File: src/rtl/fc_pkg.sv
package fc_pkg;
  typedef enum logic [1:0] {
    FC_ACTIVE  = 2'b00,
    FC_PASSIVE = 2'b01,
    FC_BUSOFF  = 2'b10
  } fc_state_e;
endpackage

File: src/rtl/fc_run_counter.sv
// Counts consecutive recessive bits while the node is off the bus.
module fc_run_counter #(
  parameter int RUN_LEN = 11
) (
  input  logic clk,
  input  logic rst_n,
  input  logic enable,
  input  logic bit_stb,
  input  logic bus_bit,
  output logic run_done
);
  localparam int RUN_W = (RUN_LEN > 2) ? $clog2(RUN_LEN) : 1;
  localparam logic [RUN_W-1:0] RUN_LAST = RUN_W'(RUN_LEN - 1);

  logic [RUN_W-1:0] run_q;

  assign run_done = enable & bit_stb & bus_bit & (run_q == RUN_LAST);

  always_ff @(posedge clk or negedge rst_n) begin
    if (!rst_n) begin
      run_q <= '0;
    end else if (!enable) begin
      run_q <= '0;
    end else if (bit_stb) begin
      if (!bus_bit || run_done) run_q <= '0;
      else                      run_q <= run_q + 1'b1;
    end
  end
endmodule

File: src/rtl/fc_tx_counter.sv
// Transmit error counter; doubles as recovery run count in bus off.
module fc_tx_counter #(
  parameter int CNT_W   = 8,
  parameter int STEP    = 8,
  parameter int RECOV_N = 128
) (
  input  logic             clk,
  input  logic             rst_n,
  input  logic             tx_err,
  input  logic             ack_err,
  input  logic             tx_ok,
  input  logic             passive,
  input  logic             in_boff,
  input  logic             run_done,
  output logic [CNT_W-1:0] tec,
  output logic             enter_boff,
  output logic             recov_done
);
  localparam logic [CNT_W:0]   STEP_X  = (CNT_W + 1)'(STEP);
  localparam logic [CNT_W-1:0] LAST_RN = CNT_W'(RECOV_N - 1);

  logic [CNT_W-1:0] tec_q;
  logic [CNT_W:0]   sum;
  logic             err_hit;

  assign sum        = {1'b0, tec_q} + STEP_X;
  assign err_hit    = ~in_boff & (tx_err | (ack_err & ~passive));
  assign enter_boff = err_hit & sum[CNT_W];
  assign recov_done = in_boff & run_done & (tec_q == LAST_RN);
  assign tec        = tec_q;

  always_ff @(posedge clk or negedge rst_n) begin
    if (!rst_n) begin
      tec_q <= '0;
    end else if (in_boff) begin
      if (recov_done)    tec_q <= '0;
      else if (run_done) tec_q <= tec_q + 1'b1;
    end else if (err_hit) begin
      tec_q <= enter_boff ? '0 : sum[CNT_W-1:0];
    end else if (tx_ok && tec_q != '0) begin
      tec_q <= tec_q - 1'b1;
    end
  end
endmodule

File: src/rtl/fc_rx_counter.sv
// Receive error counter with saturation and reload window.
module fc_rx_counter #(
  parameter int CNT_W     = 8,
  parameter int PASS_LVL  = 128,
  parameter int RELOAD_TO = 119
) (
  input  logic             clk,
  input  logic             rst_n,
  input  logic             rx_err,
  input  logic             rx_ok,
  input  logic             in_boff,
  input  logic             clear,
  output logic [CNT_W-1:0] rec
);
  localparam logic [CNT_W-1:0] PASS_V   = CNT_W'(PASS_LVL);
  localparam logic [CNT_W-1:0] RELOAD_V = CNT_W'(RELOAD_TO);

  logic [CNT_W-1:0] rec_q;
  logic             high;

  assign high = (rec_q >= PASS_V);
  assign rec  = rec_q;

  always_ff @(posedge clk or negedge rst_n) begin
    if (!rst_n) begin
      rec_q <= '0;
    end else if (clear) begin
      rec_q <= '0;
    end else if (!in_boff) begin
      if (rx_err) begin
        if (!high) rec_q <= rec_q + 1'b1;
      end else if (rx_ok) begin
        if (high)               rec_q <= RELOAD_V;
        else if (rec_q != '0)   rec_q <= rec_q - 1'b1;
      end
    end
  end
endmodule

File: src/rtl/can_fault_guard.sv
module can_fault_guard #(
  parameter int CNT_W     = 8,
  parameter int TX_STEP   = 8,
  parameter int PASS_LVL  = 128,
  parameter int WARN_LVL  = 96,
  parameter int RELOAD_TO = 119,
  parameter int RUN_LEN   = 11,
  parameter int RECOV_N   = 128
) (
  input  logic             clk,
  input  logic             rst_n,
  input  logic             tx_err_pls,
  input  logic             ack_err_pls,
  input  logic             rx_err_pls,
  input  logic             tx_ok_pls,
  input  logic             rx_ok_pls,
  input  logic             bit_stb,
  input  logic             bus_bit,
  output logic [CNT_W-1:0] tec,
  output logic [CNT_W-1:0] rec,
  output logic [1:0]       node_state,
  output logic             tx_warn,
  output logic             rx_warn,
  output logic             bus_off
);
  import fc_pkg::*;

  localparam logic [CNT_W-1:0] PASS_V = CNT_W'(PASS_LVL);
  localparam logic [CNT_W-1:0] WARN_V = CNT_W'(WARN_LVL);

  logic      boff_q;
  logic      passive;
  logic      run_done;
  logic      enter_boff;
  logic      recov_done;
  fc_state_e st;

  assign passive = ~boff_q & ((tec >= PASS_V) | (rec >= PASS_V));

  fc_run_counter #(.RUN_LEN(RUN_LEN)) run_i (
    .clk(clk), .rst_n(rst_n), .enable(boff_q),
    .bit_stb(bit_stb), .bus_bit(bus_bit), .run_done(run_done)
  );

  fc_tx_counter #(.CNT_W(CNT_W), .STEP(TX_STEP), .RECOV_N(RECOV_N)) txc_i (
    .clk(clk), .rst_n(rst_n), .tx_err(tx_err_pls), .ack_err(ack_err_pls),
    .tx_ok(tx_ok_pls), .passive(passive), .in_boff(boff_q),
    .run_done(run_done), .tec(tec), .enter_boff(enter_boff),
    .recov_done(recov_done)
  );

  fc_rx_counter #(.CNT_W(CNT_W), .PASS_LVL(PASS_LVL), .RELOAD_TO(RELOAD_TO)) rxc_i (
    .clk(clk), .rst_n(rst_n), .rx_err(rx_err_pls), .rx_ok(rx_ok_pls),
    .in_boff(boff_q), .clear(recov_done), .rec(rec)
  );

  always_ff @(posedge clk or negedge rst_n) begin
    if (!rst_n)          boff_q <= 1'b0;
    else if (enter_boff) boff_q <= 1'b1;
    else if (recov_done) boff_q <= 1'b0;
  end

  always_comb begin
    if (boff_q)       st = FC_BUSOFF;
    else if (passive) st = FC_PASSIVE;
    else              st = FC_ACTIVE;
  end

  assign node_state = st;
  assign bus_off    = boff_q;
  assign tx_warn    = boff_q | (tec >= WARN_V);
  assign rx_warn    = rec >= WARN_V;
endmodule

File: config.mk
export PLATFORM = sky130hd
export DESIGN_NAME = can_fault_guard
export DESIGN_NICKNAME = d
export VERILOG_FILES = /design/src/rtl/fc_pkg.sv /design/src/rtl/fc_run_counter.sv /design/src/rtl/fc_tx_counter.sv /design/src/rtl/fc_rx_counter.sv /design/src/rtl/can_fault_guard.sv
export SDC_FILE = /design/constraint.sdc
export NUM_CORES = 1
export LEC_CHECK = 0
export BUFFER_PORTS_ARGS = -buffer_cell sky130_fd_sc_hd__clkbuf_2
export CORE_ASPECT_RATIO = 2
export CORE_MARGIN = 4
export CORE_UTILIZATION = 30
export CTS_CLUSTER_SIZE = 8
export DETAILED_ROUTE_END_ITERATION = 16
export PLACE_DENSITY = 0.6
export SLEW_MARGIN = 20
export SYNTH_ARGS = -nofsm -noshare
export SYNTH_HDL_FRONTEND = slang
export SYNTH_SLANG_ARGS = --single-unit
File: constraint.sdc
create_clock -name clk -period 3.4 [get_ports clk]
set_clock_uncertainty 0.15 [all_clocks]
set_input_delay 0.34 -clock clk [delete_from_list [all_inputs] [get_ports clk]]
set_output_delay 0.34 -clock clk [all_outputs]
set_load 0.005 [all_outputs]
==> out/qor.csv <==
stage,metric,value,unit
yosys,synthSimpleGateAreaFrac,26.3,%
yosys,syn_avg_cell_area,8.02,um^2
yosys,yosys_warnings,0,
power,power.total,1.78,mW
floorplan,pin_count,30,
cells_and_area,drive_above_1_share,16.8,%
clocking,clockBufferDepth,2,
placed_design,portBuffers,29,
yosys,ys_types,57,
timing,hold_violations,0,
critical_path,criticalPathCategory,reg -> reg,
cells_and_area,final_area,2040,um^2
grt,grt_remaining_overflow,0,
grt,antenna_found_initial,0,
route,top_layer_used,met4,
route,wire_per_inst,17.4,um
critical_path,worst_setup_path_end_kind,flop,
yosys,syn_area,1780,um^2
cells_and_area,fin_util,35.4,%
timing,worst_pin_slew,0.783,ns
yosys,synth_nets,240,
cells_and_area,final_cell_mix,"clkbuf_2 (29), dfrtp_1 (21), nand2_1 (18), o21ai_0 (18)",
flow_run,max_cap_violations,0,
critical_path,startpoint_type,flop,
yosys,synthFlopType,dfrtp_1,
min_path,hp-class,in -> reg,
floorplan,initial_utilization,30.9,%
critical_path,reg2reg_to,txc_i.tec[5],
timing,setup_tns,0,ns
timing,setup_ws,1.00,ns
grt,grt_pass1_wl,8770,um
clocking,clkTransAtPathRegs,0.06,ns
timing,max_freq,0.417,GHz
placed_design,placed_area,1950,um^2
route,ant_nets,0,
grt,first_global_vias,1776,
timing,setup_violations,0,
yosys,synth_edf_count,0,
floorplan,rows,39,
power,leakage,0.864,nW
clocking,cts.sinks,21,
timing,slew_headroom,47.4,%
floorplan,die_h,117,um
critical_path,worstPathRequired,3.42,ns
critical_path,cp_max_fo,11,
yosys,ys_async_sr_fraction,100,%
cells_and_area,synthToLayoutAreaGrowth,14.4,%
timing,layout_min_cycle_time,2.40,ns
route,wl,5300,um
yosys,ys_ff_latch,21,
grt,grt_usage,15.1,%
timing,grt_setup_unrepaired,false,
yosys,yosys-mux-area-fraction,1.76,%
yosys,synth_top_family_by_area,compound AO/OA/AOI/OAI gates,
clocking,clock_latency,0.26,ns
yosys,synth_compound_area_share,28.0,%
clocking,cts_made_buffers,3,
placed_design,dp_slack,1.03,ns
placed_design,globalplace.congestion,0.939,
route,num_vias,1864,
clocking,cts_tree,built,
min_path,hold_depth,4,
timing,fin_crit_sh,70.6,%
critical_path,r2r_slack,1.0,ns
min_path,hp-start,bit_stb,
route,wl_met2,2800,um
critical_path,worst-r2r-cell-count,5,
floorplan,die_w,62.5,um
cells_and_area,num_antenna_cells,0,
grt,grt_max_degree,22,
route,routed-wl-met3,178,um
min_path,worstHoldEndpoint,run_i.run_q[0],
route,dr.pass1.iters,4,
clocking,cts_max_level,1,
power,ir_worst_vdd,0.000249,V
route,drt-met1-wl,1930,um
floorplan,dieArea,7310,um^2
yosys,ys_seq_area_share,29.5,%
status,outcome,finished clean,
cells_and_area,finalNetCount,263,
route,drc,0,
timing,slew_viol_final,0,
route,initialDrtViolationCount,153,
power,power_density,875,nW/um^2
critical_path,arrival,2.43,ns
yosys,synth_adder_area_share,6.32,%
cells_and_area,final_common_cell,clkbuf_2,
clocking,cts_root_buf,clkbuf_16,
critical_path,r2r-start,rxc_i.rec[7],
placed_design,hpwlAfterDp,4160,um
yosys,synthXorXnorAreaFrac,1.97,%
route,vias_per_cell,6.11,
yosys,synthCells,222,
floorplan,core,5760,um^2
==> power breakdown <==
group,switching [mW],internal (mW),total [mW]
Combinational,0.534,0.414,0.949
Sequential,0.229,0.348,0.577
Clock,0.0970,0.160,0.257
==> metal layers <==
layer	GRT usage (%)	up-vias
li1	-	877
met1	15.2	888
met2	28.5	71
met3	1.24	28
met4	12.2	0
met5	0	-
==> area by class of cell <==
cell class / count / area (um^2)
Timing Repair Buffer: 31 / 163
Clock buffer: 4 / 78.8
Multi-Input combinational cell: 175 / 1140
Inverter: 13 / 48.8
Fill cell: 641 / 3720
Tap cell: 61 / 76.3
Sequential cell: 21 / 526
==> worst max-delay path, stage by stage, from the launching register on <==
cell and delay, ns:
dfrtp_1 0.51, nor3b_1 0.66, nor2_1 0.23, o311ai_0 0.40
a31oi_1 0.17, o21ai_0 0.19
==> sequential cells by signal (all words and copies together), names as in the netlist <==
signal	cells
rxc_i.rec	8
run_i.run_q	4
bus_off	1
txc_i.tec	8
==> worst max-delay path by stage <==
stage,startpoint,endpoint,slack (ns),depth (start not counted)
2_1_floorplan,txc_i.tec[3],txc_i.tec[7],1.11,8
3_3_place_gp,txc_i.tec[4],txc_i.tec[7],1.02,7
3_5_place_dp,txc_i.tec[3],txc_i.tec[7],1.03,7
4_1_cts,txc_i.tec[3],txc_i.tec[7],1.01,7
5_1_grt,rxc_i.rec[7],txc_i.tec[5],0.87,5
6_report,rxc_i.rec[7],txc_i.tec[5],1.0,5
==> cells by family (layout without fill, tap and decap cells) <==
group           count (synthesis)  after routing
mux                             3              3
compound gates                 70             70
flops                          21             21
buf+inv                        26             48
xor+xnor                        4              4
fa+ha+maj                       9              9
simple gates                   89             89
==> timing repair <==
action                                 4_1_cts  5_1_grt
hold buffers                                 1        0
setup buffers                                0        0
endpoints found under the hold margin       21        0
resized for setup                            0        0
==> synthesized netlist by cell type, types with 4 or more instances <==
| library cell | number | share of area [%] |
|---|---|---|
| a21o_1 | 4 | 1.7 |
| a21oi_1 | 12 | 3.4 |
| a221oi_1 | 4 | 2.0 |
| clkbuf_1 | 10 | 2.1 |
| dfrtp_1 | 21 | 30 |
| ha_1 | 9 | 6.3 |
| inv_1 | 13 | 2.7 |
| nand2_1 | 18 | 3.8 |
| nand3_1 | 17 | 4.8 |
| nand4_1 | 5 | 1.8 |
| nor2_1 | 17 | 3.6 |
| nor3_1 | 5 | 1.4 |
| nor4_1 | 4 | 1.4 |
| o21ai_0 | 18 | 5.1 |
==> stage by stage <==
step           hold slack (ns)  instances
3_3_place_gp             0.218        300
3_5_place_dp             0.222        300
4_1_cts                  0.306        305
2_1_floorplan           -0.106        222
5_1_grt                  0.340        305
6_report                 0.293        305
Note: power is estimated with default switching activity, not from simulation.
